**config.mk**
```make
export PLATFORM = sky130hd
export DESIGN_NAME = ts_ring_writer
export DESIGN_NICKNAME = d
export VERILOG_FILES = /design/src/rtl/tsw_pkg.sv /design/src/rtl/tsw_regs.sv /design/src/rtl/tsw_fifo.sv /design/src/rtl/tsw_writer.sv /design/src/rtl/tsw_stats.sv /design/src/rtl/ts_ring_writer.sv
export SDC_FILE = /design/constraint.sdc
export NUM_CORES = 2
export LEC_CHECK = 0
export BUFFER_PORTS_ARGS = -buffer_cell sky130_fd_sc_hd__buf_2
export CAP_MARGIN = 0
export CORE_UTILIZATION = 45
export CTS_CLUSTER_SIZE = 10
export DETAILED_ROUTE_END_ITERATION = 16
export GPL_ROUTABILITY_DRIVEN = 0
export PLACE_DENSITY = 0.63
export SLEW_MARGIN = 20
export SYNTH_ARGS = -nofsm -noshare
export SYNTH_HDL_FRONTEND = slang
export SYNTH_SLANG_ARGS = --single-unit
```
**constraint.sdc**
```tcl
create_clock -name clk -period 15.7 [get_ports clk]
set_clock_uncertainty 0.15 [all_clocks]
set_input_delay 2.355 -clock clk [delete_from_list [all_inputs] [get_ports clk]]
set_output_delay 2.355 -clock clk [all_outputs]
set_load 0.02 [all_outputs]
```
**src/rtl/tsw_pkg.sv**
```systemverilog
package tsw_pkg;
  localparam int REG_AW = 4;

  localparam logic [REG_AW-1:0] RA_CTRL_SET = 4'd0;
  localparam logic [REG_AW-1:0] RA_CTRL_CLR = 4'd1;
  localparam logic [REG_AW-1:0] RA_START    = 4'd2;
  localparam logic [REG_AW-1:0] RA_GEOM     = 4'd3;
  localparam logic [REG_AW-1:0] RA_TMO      = 4'd4;
  localparam logic [REG_AW-1:0] RA_HEAD_LO  = 4'd5;
  localparam logic [REG_AW-1:0] RA_HEAD_HI  = 4'd6;
  localparam logic [REG_AW-1:0] RA_TOPBITS  = 4'd7;
  localparam logic [REG_AW-1:0] RA_STAT0    = 4'd8;

  localparam int NUM_STATS = 5;
  localparam logic [REG_AW-1:0] RA_STAT_LAST = RA_STAT0 + REG_AW'(NUM_STATS - 1);

  // status/control bit positions
  localparam int BIT_RUN = 0;
  localparam int BIT_ERR = 1;
  localparam int BIT_IRQ = 9;

  // statistics slots
  localparam int ST_RX   = 0;
  localparam int ST_ACC  = 1;
  localparam int ST_POVR = 2;
  localparam int ST_PUND = 3;
  localparam int ST_FOVR = 4;

  typedef struct packed {
    logic [7:0] blocks;
    logic [7:0] spare;
    logic [7:0] per_blk;
    logic [7:0] pkt_len;
  } geom_t;
endpackage

```
**src/rtl/tsw_regs.sv**
```systemverilog
module tsw_regs
  import tsw_pkg::*;
#(
  parameter logic [31:0] GEOM_RST = 32'h0800_80BC,
  parameter logic [31:0] TMO_RST  = 32'd375000000
) (
  input  logic              clk,
  input  logic              rst_n,
  input  logic              wr_en,
  input  logic [REG_AW-1:0] wr_addr,
  input  logic [31:0]       wr_data,
  input  logic              irq_set,
  input  logic              err_set,
  output logic              run,
  output logic              restart,
  output logic              irq_pend,
  output logic              err_flag,
  output logic [29:0]       start_lo,
  output logic [1:0]        top_bits,
  output geom_t             geom,
  output logic [31:0]       tmo_val
);
  logic set_wr, clr_wr;

  assign set_wr  = wr_en && (wr_addr == RA_CTRL_SET);
  assign clr_wr  = wr_en && (wr_addr == RA_CTRL_CLR);
  assign restart = set_wr && wr_data[BIT_RUN] && !run;

  always_ff @(posedge clk) begin
    if (!rst_n) begin
      run      <= 1'b0;
      irq_pend <= 1'b0;
      err_flag <= 1'b0;
      start_lo <= '0;
      top_bits <= '0;
      geom     <= geom_t'(GEOM_RST);
      tmo_val  <= TMO_RST;
    end else begin
      if (set_wr && wr_data[BIT_RUN])      run <= 1'b1;
      else if (clr_wr && wr_data[BIT_RUN]) run <= 1'b0;

      if (irq_set)                         irq_pend <= 1'b1;
      else if (clr_wr && wr_data[BIT_IRQ]) irq_pend <= 1'b0;

      if (err_set)                         err_flag <= 1'b1;
      else if (clr_wr && wr_data[BIT_ERR]) err_flag <= 1'b0;

      if (wr_en) begin
        case (wr_addr)
          RA_START:   start_lo <= wr_data[29:0];
          RA_TOPBITS: top_bits <= wr_data[31:30];
          RA_GEOM:    geom     <= geom_t'(wr_data);
          RA_TMO:     tmo_val  <= wr_data;
          default:    ;
        endcase
      end
    end
  end
endmodule

```
**src/rtl/tsw_fifo.sv**
```systemverilog
module tsw_fifo #(
  parameter int DW    = 8,
  parameter int DEPTH = 16
) (
  input  logic          clk,
  input  logic          rst_n,
  input  logic          flush,
  input  logic          push,
  input  logic [DW-1:0] din,
  input  logic          pop,
  output logic [DW-1:0] dout,
  output logic          empty,
  output logic          full
);
  localparam int AW = $clog2(DEPTH);

  logic [DW-1:0] mem [DEPTH];
  logic [AW-1:0] wp, rp;
  logic [AW:0]   cnt;

  assign empty = (cnt == '0);
  assign full  = (cnt == (AW+1)'(DEPTH));
  assign dout  = mem[rp];

  always_ff @(posedge clk) begin
    if (push && !full) mem[wp] <= din;
  end

  always_ff @(posedge clk) begin
    if (!rst_n || flush) begin
      wp  <= '0;
      rp  <= '0;
      cnt <= '0;
    end else begin
      if (push && !full) wp <= wp + 1'b1;
      if (pop && !empty) rp <= rp + 1'b1;
      case ({push && !full, pop && !empty})
        2'b10:   cnt <= cnt + 1'b1;
        2'b01:   cnt <= cnt - 1'b1;
        default: ;
      endcase
    end
  end
endmodule

```
**src/rtl/tsw_writer.sv**
```systemverilog
module tsw_writer #(
  parameter int FW = 8,
  parameter int AW = 32
) (
  input  logic            clk,
  input  logic            rst_n,
  input  logic            run,
  input  logic            restart,
  input  logic [AW-1:0]   base,
  input  logic [FW-1:0]   pkt_len,
  input  logic [FW-1:0]   per_blk,
  input  logic [FW-1:0]   blk_cnt,
  input  logic [31:0]     tmo_val,
  input  logic            fifo_empty,
  input  logic [7:0]      fifo_dout,
  output logic            fifo_pop,
  output logic            mem_valid,
  input  logic            mem_ready,
  output logic [AW-1:0]   mem_addr,
  output logic [7:0]      mem_data,
  output logic [AW-1:0]   head,
  output logic [3*FW-1:0] ring_bytes,
  output logic            blk_done,
  output logic            pkt_done,
  output logic            tmo_fire,
  output logic            tmo_mid_pkt
);
  localparam int BW = 2 * FW;
  localparam int OW = 3 * FW;

  logic [BW-1:0] blk_bytes;
  logic [OW-1:0] iss_off, done_off;
  logic [BW-1:0] blk_pos;
  logic [FW-1:0] pkt_pos;
  logic [31:0]   tmo_cnt;
  logic          load, beat, tmo_dec;

  assign blk_bytes  = {{FW{1'b0}}, pkt_len} * {{FW{1'b0}}, per_blk};
  assign ring_bytes = {{FW{1'b0}}, blk_bytes} * {{BW{1'b0}}, blk_cnt};

  assign beat     = mem_valid && mem_ready;
  assign load     = run && !fifo_empty && (!mem_valid || mem_ready);
  assign fifo_pop = load;

  assign blk_done    = beat && (blk_pos == blk_bytes - 1'b1);
  assign pkt_done    = beat && (pkt_pos == pkt_len - 1'b1);
  assign tmo_dec     = run && (tmo_cnt != '0) && (blk_pos != '0);
  assign tmo_fire    = tmo_dec && (tmo_cnt == 32'd1);
  assign tmo_mid_pkt = tmo_fire && (pkt_pos != '0);

  assign head = base + {{(AW-OW){1'b0}}, done_off};

  function automatic logic [OW-1:0] ring_next(input logic [OW-1:0] v, input logic [OW-1:0] sz);
    return (v == sz - 1'b1) ? '0 : v + 1'b1;
  endfunction

  always_ff @(posedge clk) begin
    if (!rst_n) begin
      mem_valid <= 1'b0;
      mem_addr  <= '0;
      mem_data  <= '0;
      iss_off   <= '0;
      done_off  <= '0;
      blk_pos   <= '0;
      pkt_pos   <= '0;
      tmo_cnt   <= '0;
    end else begin
      if (load) begin
        mem_valid <= 1'b1;
        mem_addr  <= base + {{(AW-OW){1'b0}}, iss_off};
        mem_data  <= fifo_dout;
      end else if (beat) begin
        mem_valid <= 1'b0;
      end

      if (restart) begin
        iss_off  <= '0;
        done_off <= '0;
        blk_pos  <= '0;
        pkt_pos  <= '0;
        tmo_cnt  <= '0;
      end else begin
        if (load) iss_off <= ring_next(iss_off, ring_bytes);
        if (beat) begin
          done_off <= ring_next(done_off, ring_bytes);
          blk_pos  <= blk_done ? '0 : blk_pos + 1'b1;
          pkt_pos  <= pkt_done ? '0 : pkt_pos + 1'b1;
          tmo_cnt  <= tmo_val;
        end else if (tmo_dec) begin
          tmo_cnt <= tmo_cnt - 1'b1;
        end
      end
    end
  end
endmodule

```
**src/rtl/tsw_stats.sv**
```systemverilog
module tsw_stats #(
  parameter int N = 5,
  parameter int W = 16
) (
  input  logic         clk,
  input  logic         rst_n,
  input  logic [N-1:0] inc,
  output logic [W-1:0] cnt [N]
);
  for (genvar i = 0; i < N; i++) begin : g_cnt
    logic [W-1:0] c;
    always_ff @(posedge clk) begin
      if (!rst_n)                c <= '0;
      else if (inc[i] && c != '1) c <= c + 1'b1;
    end
    assign cnt[i] = c;
  end
endmodule

```
**src/rtl/ts_ring_writer.sv**
```systemverilog
module ts_ring_writer
  import tsw_pkg::*;
#(
  parameter int          FIFO_DEPTH = 16,
  parameter int          CNT_W      = 16,
  parameter logic [31:0] GEOM_RST   = 32'h0800_80BC,
  parameter logic [31:0] TMO_RST    = 32'd375000000
) (
  input  logic              clk,
  input  logic              rst_n,
  input  logic              reg_wr_en,
  input  logic [REG_AW-1:0] reg_wr_addr,
  input  logic [31:0]       reg_wr_data,
  input  logic [REG_AW-1:0] reg_rd_addr,
  output logic [31:0]       reg_rd_data,
  input  logic              s_valid,
  input  logic [7:0]        s_data,
  output logic              mem_valid,
  input  logic              mem_ready,
  output logic [31:0]       mem_addr,
  output logic [7:0]        mem_data,
  output logic              irq
);
  localparam int FW = 8;
  localparam int OW = 3 * FW;

  logic        run, restart, err_flag, irq_pend;
  logic [29:0] start_lo;
  logic [1:0]  top_bits;
  geom_t       geom;
  logic [31:0] tmo_val, base_addr, head;
  logic [OW-1:0] ring_bytes;
  logic        fifo_empty, fifo_full, fifo_pop;
  logic [7:0]  fifo_dout;
  logic        blk_done, pkt_done, tmo_fire, tmo_mid_pkt;
  logic        in_take, in_push, in_drop, in_last, drop_seen;
  logic [FW-1:0] in_pos;
  logic [NUM_STATS-1:0] stat_inc;
  logic [CNT_W-1:0] stat_cnt [NUM_STATS];
  logic [2:0]  stat_idx;

  assign base_addr = {top_bits, start_lo};
  assign irq       = irq_pend;

  tsw_regs #(.GEOM_RST(GEOM_RST), .TMO_RST(TMO_RST)) u_regs (
    .clk(clk), .rst_n(rst_n),
    .wr_en(reg_wr_en), .wr_addr(reg_wr_addr), .wr_data(reg_wr_data),
    .irq_set(blk_done || tmo_fire), .err_set(in_drop),
    .run(run), .restart(restart), .irq_pend(irq_pend), .err_flag(err_flag),
    .start_lo(start_lo), .top_bits(top_bits), .geom(geom), .tmo_val(tmo_val)
  );

  // input side: never stalls, drops when full
  assign in_take = run && s_valid;
  assign in_push = in_take && !fifo_full;
  assign in_drop = in_take && fifo_full;
  assign in_last = in_take && (in_pos == geom.pkt_len - 1'b1);

  always_ff @(posedge clk) begin
    if (!rst_n || restart) begin
      in_pos    <= '0;
      drop_seen <= 1'b0;
    end else if (in_take) begin
      in_pos    <= in_last ? '0 : in_pos + 1'b1;
      drop_seen <= in_last ? 1'b0 : (drop_seen || in_drop);
    end
  end

  tsw_fifo #(.DW(8), .DEPTH(FIFO_DEPTH)) u_fifo (
    .clk(clk), .rst_n(rst_n), .flush(restart),
    .push(in_push), .din(s_data), .pop(fifo_pop), .dout(fifo_dout),
    .empty(fifo_empty), .full(fifo_full)
  );

  tsw_writer #(.FW(FW), .AW(32)) u_wr (
    .clk(clk), .rst_n(rst_n), .run(run), .restart(restart),
    .base(base_addr), .pkt_len(geom.pkt_len), .per_blk(geom.per_blk), .blk_cnt(geom.blocks),
    .tmo_val(tmo_val), .fifo_empty(fifo_empty), .fifo_dout(fifo_dout), .fifo_pop(fifo_pop),
    .mem_valid(mem_valid), .mem_ready(mem_ready), .mem_addr(mem_addr), .mem_data(mem_data),
    .head(head), .ring_bytes(ring_bytes), .blk_done(blk_done), .pkt_done(pkt_done),
    .tmo_fire(tmo_fire), .tmo_mid_pkt(tmo_mid_pkt)
  );

  always_comb begin
    stat_inc          = '0;
    stat_inc[ST_RX]   = in_last;
    stat_inc[ST_ACC]  = pkt_done;
    stat_inc[ST_POVR] = in_last && (in_drop || drop_seen);
    stat_inc[ST_PUND] = tmo_mid_pkt;
    stat_inc[ST_FOVR] = in_drop;
  end

  tsw_stats #(.N(NUM_STATS), .W(CNT_W)) u_stats (
    .clk(clk), .rst_n(rst_n), .inc(stat_inc), .cnt(stat_cnt)
  );

  assign stat_idx = 3'(reg_rd_addr - RA_STAT0);

  always_comb begin
    reg_rd_data = '0;
    case (reg_rd_addr)
      RA_CTRL_SET, RA_CTRL_CLR: begin
        reg_rd_data[BIT_RUN] = run;
        reg_rd_data[BIT_ERR] = err_flag;
        reg_rd_data[BIT_IRQ] = irq_pend;
      end
      RA_START:   reg_rd_data = {2'b00, start_lo};
      RA_GEOM:    reg_rd_data = geom;
      RA_TMO:     reg_rd_data = tmo_val;
      RA_HEAD_LO: reg_rd_data = head;
      RA_HEAD_HI: reg_rd_data = '0;
      RA_TOPBITS: reg_rd_data = {top_bits, 30'b0};
      default: begin
        if (reg_rd_addr >= RA_STAT0 && reg_rd_addr <= RA_STAT_LAST)
          reg_rd_data = 32'(stat_cnt[stat_idx]);
      end
    endcase
  end
endmodule

```
# After elaboration in Yosys (flattened, before gate mapping)
# Memories as Yosys holds them, arrays and structs flattened. A register that Yosys moved wholly into a read port is not among the register bits.
# Cells that the tools add are included.
# totals
reg_bits,338
mem_bits_rw,128
inputBits,53
out_inout_bits,74
memories,1
# memory_table
name,words,word_bits,read_ports,rd_ports_with_merged_regs,wr,line_no,rtl
u_fifo.mem,16,8,1,1,1,tsw_fifo.sv:17,logic [DW-1:0] mem [DEPTH];
# op_classes
addsub,21
multipliers,2
n_lt_le_gt_ge,3
n_eq_ne,26
mux,27
bitwise,2
n_reduce_logical,60
# ops
cell,count
$pmux W22 S6,1
$add A16 B1 Y16 const B,6
$ne A16 B16 Y1 const B,5
$add A32 B24 Y32,2
$mux W16,4
$mux W32,2
$add A24 B1 Y24 const B,2
$bmux W16 S3,1
$eq A24 B24 Y1,2
$mux W24,2
$pmux W7 S5,1
$eq A32 B1 Y1 const B,1
$reduce_bool A32 Y1,1
$sub A32 B1 Y32 const B,1
$logic_and A1 B1 Y1,29
$eq A4 B3 Y1 const B,6
$mul A16 B8 Y24,1
$sub A24 B1 Y24 const B,1
$add A8 B1 Y8 const B,2
$eq A16 B16 Y1,1
$eq A4 B2 Y1 const B,4
$eq A8 B8 Y1,2
$mul A8 B8 Y16,1
$mux W8,2
29 further kinds,61

# Depth between registers and ports, before layout
# depth
ltp_word,7
ltp_mapped,38

# Modules after synthesis
# From an unflattened synthesis, not the netlist that was laid out.
# hier_totals
hier_cells,3683
hier_area_um2,33803.7
# modules_own_cells
module,instances,cells_per_inst,area_per_inst_um2,seq_area_each_um2
tsw_writer,1,2230,18023.5,2902.8
tsw_fifo,1,329,5853.1,4184.0
tsw_stats,1,475,4055.1,1601.5
tsw_regs,1,393,3814.9,1981.9
ts_ring_writer,1,256,2057.0,180.2

# Worst setup path before layout
# Ideal clock, no wire load.
# synth_path
path_type,flip-flop to flip-flop
from,"register, netlist name u_regs.geom[0]"
to,register u_wr.iss_off[13]
setup_time_ns,0.117
arrival_ns,9.310
required_time_ns,15.433
slack_ns,6.123
stages_incl_launch_ff,36
n_path_buf,7
cell_sequence,dfxtp_1 > buf_2 > buf_2 > clkbuf_1 > nand2_1 > fa_1 > fa_1 > fa_1 > fa_1 > inv_1 > ha_1 > buf_6 > o21a_1 > o21a_1 > a2111oi_0 > or3_1 > clkbuf_1 > nand2_1 > fa_1 > fa_1 > fa_1 > fa_1 > inv_1 > ha_1 > buf_2 > xnor2_1 > mux2_2 > nor4_1 > nand3_1 > nor4_1 > o2111ai_1 > nor4b_1 > nand4_1 > o21ai_1 > buf_2 > nor2_1
# synth_via
elab_chain_len,5
# synth_rtl
element,line_no,rtl
$mul A8 B8 Y16,tsw_writer.sv:38,"assign blk_bytes = {{FW{1'b0}}, pkt_len} * {{FW{1'b0}}, per_blk};"
$mul A16 B8 Y24,tsw_writer.sv:39,"assign ring_bytes = {{FW{1'b0}}, blk_bytes} * {{BW{1'b0}}, blk_cnt};"
$sub A24 B1 Y24,tsw_writer.sv:54,return (v == sz - 1'b1) ? '0 : v + 1'b1;
$eq A24 B24 Y1,tsw_writer.sv:54,
$mux W24,tsw_writer.sv:54,
to (signal assigned),tsw_writer.sv:83,"if (load) iss_off <= ring_next(iss_off, ring_bytes);"
to (decl),tsw_writer.sv:32,"logic [OW-1:0] iss_off, done_off;"
# No other way between the ends.
# A chain may end at the register's enable or synchronous reset.

# Worst setup path in the final report
# layout_path
from,"register, netlist name u_regs.geom[1]"
to,register u_wr.done_off[19]
# layout_via
elab_chain_len,5
# layout_rtl
element,line_no,rtl
$mul A8 B8 Y16,tsw_writer.sv:38,
$mul A16 B8 Y24,tsw_writer.sv:39,
$sub A24 B1 Y24,tsw_writer.sv:54,
$eq A24 B24 Y1,tsw_writer.sv:54,
$mux W24,tsw_writer.sv:54,
to (signal assigned),tsw_writer.sv:85,"done_off <= ring_next(done_off, ring_bytes);"
to (decl),tsw_writer.sv:32,
# No other way between the ends.

==> results.py <==
metrics = {
    "outcome": {
        "status": "finished, final reports clean",
    },
    "sta": {
        "slew_viol_final": 0,
        "fin_crit_sh_pct": 66.8,
        "max_freq_mhz": 95.4,
        "setup_viol": 0,
        "fin_setup_tns_ns": 0,
        "slew_headroom_pct": 28.5,
        "fin_crit_ns": 10.48,
        "hold_viol_final": 0,
        "rsz0062_at_grt": "no",
        "worst_pin_slew_ns": 1.07,
    },
    "place": {
        "dp_hpwl_mm": 69.4,
        "place_area_mm2": 0.0331,
        "io_buffers": 126,
        "placed_cells": 4399,
    },
    "cells_and_area": {
        "layout.nets": 3871,
        "ff_latch_area_mm2": 0.0108,
        "drive_gt1_share_pct": 9.71,
        "syn_to_final_growth_pct": 9.63,
        "final_common_cell": "nand2_1",
        "nFillCells": 6575,
        "final_cell_mix": "519 x nand2_1, 345 x dfxtp_1, 301 x nor2_1",
        "multi_input_area_mm2": 0.0195,
        "final_cells": 4496,
        "post-route-cell-area_mm2": 0.0348,
    },
    "worst_setup_path": {
        "cp-start-kind": "flip-flop",
        "path_delay_family": "adder cells",
        "worstPathArrival_ns": 10.80,
        "slowest_stage": "xnor2_1",
        "slowest_delay_ns": 0.72,
        "cp.required_ns": 16.01,
        "critical_path_buf_inv_count": 6,
        "end_kind": "flip-flop",
        "crit_type": "flip-flop to flip-flop",
        "path_common_cell": "fa_1",
        "r2r_slack_ns": 5.22,
        "cp_max_fo": 22,
    },
    "synth": {
        "yosys.area_share.simple_pct": 20.6,
        "yosysUniqueCellTypes": 100,
        "synth_xor_area_share_pct": 9.67,
        "async_flop_share_pct": 0,
        "synth_nets": 3846,
        "synth_mux_area_share_pct": 4.99,
        "synth_area_mm2": 0.0317,
        "synth_area_leaders": "dfxtp_1 22%, edfxtp_1 12%, fa_1 8.1%, ha_1 6.5%, nand2_1 6.2%",
        "synth_top_area_share_pct": 21.8,
        "netlist_instances": 3501,
        "synth_edf_count": 128,
        "ys_ff_latch": 474,
        "synth_top_area_cell": "dfxtp_1",
        "syn_area_per_cell_um2": 9.06,
        "synth_top_family_by_area": "simple AND/OR/NAND/NOR gates",
        "synthAdderAreaFrac_pct": 14.5,
        "yosysSeqAreaShare_pct": 33.9,
        "ys.flop_type": "dfxtp_1",
        "yosys_warnings": 0,
        "synth_compound_area_share_pct": 11.5,
    },
    "global_routing": {
        "overflow": 0,
        "grt_pass1_vias": 24674,
        "grt_max_degree": 123,
        "grt_pass1_wl_mm": 145,
        "antenna_found_initial": 2,
        "grt_usage_pct": 26.4,
    },
    "floorplanning": {
        "die_w_um": 268,
        "rows": 96,
        "coreArea_mm2": 0.0692,
        "die_y_um": 268,
        "ioPinCount": 127,
        "die-area_mm2": 0.0716,
        "start_util_pct": 45.9,
    },
    "detailed_routing": {
        "drtIter0Drc": 2356,
        "via_per_inst": 5.65,
        "wl_per_cell_um": 20.8,
        "drt_drc_violations_left": 0,
        "ant_nets": 0,
        "vias": 25395,
        "dr.pass1.iters": 10,
        "routed_wl_mm": 93.6,
    },
    "power_and_ir_drop": {
        "peakVddDrop_mv": 0.0820,
        "power_frac_clock_pct": 41.6,
        "pwr-share-comb_pct": 15.4,
        "seq_power_share_pct": 43.1,
        "finalPower_uw": 2940,
        "cell_internal_pwr_uw": 2130,
        "powerDensity_mw_per_mm2": 84.6,
        "switchingPower_uw": 811,
        "swShare_pct": 27.6,
        "p_leak_uw": 0.0134,
    },
    "clocking": {
        "clock_sinks": 474,
        "clk_pin_slew_ns": 0.06,
        "cts_hold_buf": 0,
        "cts_tree": "yes",
        "cts_buffers": 56,
        "cts_resized": 0,
        "clock_latency_ns": 0.65,
        "htreeDepth": 2,
        "clock_path_buffers": 3,
        "post-cts-setup-buffers": 0,
        "cts_root_buf": "clkbuf_16",
    },
    "job": {
        "maxCapViolCount": 0,
    },
    "worst_hold_path": {
        "hp-class": "flip-flop to flip-flop",
    },
}
[worst min-delay path, stage by stage, from the launching register on]
cell     delay, ns
dfxtp_1       0.31
nand2_1       0.05
a21oi_1       0.05
[cells by family (layout without fill, tap and decap cells)]
logic type / Yosys count / after routing
multiplexers: 88 / 88
flip-flops: 474 / 474
buffers and inverters: 394 / 457
adder cells (fa/ha/maj): 292 / 292
other: 0 / 1
XOR/XNOR: 320 / 320
AO/OA/AOI/OAI: 563 / 563
AND/OR/NAND/NOR: 1370 / 1370
[cells in the mapped netlist (5+ instances only)]
cell type    n
a311oi_1     8
nor4_1      21
xor2_1     151
nor4b_1     10
mux2i_1     30
nand3_1    113
inv_1      201
buf_1       22
nor3b_1      9
and4_1      13
a222oi_1    26
o221ai_1     5
o21a_1      20
a21oi_1    223
nand2_1    520
nand4_1     43
nor2_1     305
nand2b_1    17
o2111ai_1    5
or3_1       27
nor2b_1     14
nand3b_1     8
buf_2       15
dfxtp_1    346
fa_1       128
a211oi_1    39
a21o_1      36
clkbuf_1   152
nor3_2       6
xnor3_1     16
or2_2        8
nor3_1      73
and2_1      92
o21bai_1     8
and3_1      56
mux4_2      56
o21ai_0     86
o31ai_1      8
xnor2_1    150
ha_1       164
a31oi_1     19
edfxtp_1   128
o211ai_1    21
[stage by stage]
| stage | utilization (%) | worst slack (ns) | hold slack [ns] |
|---|---|---|---|
| after detailed placement | 47.8 | 5.03 | 0.295 |
| after floorplan | - | 6.12 | 0.286 |
| after global routing | 50.3 | 4.52 | 0.321 |
| after global placement | 47.8 | 5.39 | 0.287 |
| final | 50.3 | 5.22 | 0.302 |
| after CTS | 50.3 | 5.00 | 0.303 |
[cell type report]
type | count | share of cell area, %
clock inverters | 6 | 0.378
flip-flops and latches | 474 | 31.0
diodes | 1 | 0.00719
well taps | 931 | 3.35
clock buffers | 90 | 4.48
multi-input cells | 2633 | 56.1
inverters | 201 | 2.18
repair buffers | 160 | 2.55
[state kept, by name (all words and copies together) (netlist names), 8 cells and up]
name and cells:
in_pos 8, u_fifo.mem 128, u_regs.geom 32, u_regs.start_lo 30, u_regs.tmo_val 32, u_stats.g_cnt.c 80, u_wr.blk_pos 16, u_wr.done_off 24
u_wr.iss_off 24, u_wr.mem_addr 32, u_wr.mem_data 8, u_wr.pkt_pos 8, u_wr.tmo_cnt 32
[power groups by stage]
stage | Combinational, µW | Sequential [µW] | Clock [µW]
floorplan | 338 | 1290 | 0
global placement | 443 | 1290 | 0
detailed placement | 445 | 1290 | 0
CTS | 447 | 1270 | 1250
global route | 501 | 1270 | 1300
finish | 452 | 1270 | 1220
[routing by layer]
layer	vias up	GRT usage [%]	part of all wire (%)
li1	12197	-	-
met1	12210	35.6	44
met2	804	41.6	45
met3	180	4.55	6.6
met4	4	11.0	4.5
met5	-	0	0.028
[final timing paths]
| path | cells past startpoint | end | startpoint |
|---|---|---|---|
| max reg2reg | 31 | u_wr.done_off[19] | u_regs.geom[1] |
| min | 2 | u_wr.mem_addr[18] | u_wr.mem_addr[18] |
| min reg2reg | 2 | u_wr.mem_addr[18] | u_wr.mem_addr[18] |
| max | 31 | u_wr.done_off[19] | u_regs.geom[1] |
Power figures use the tool's default switching activity.
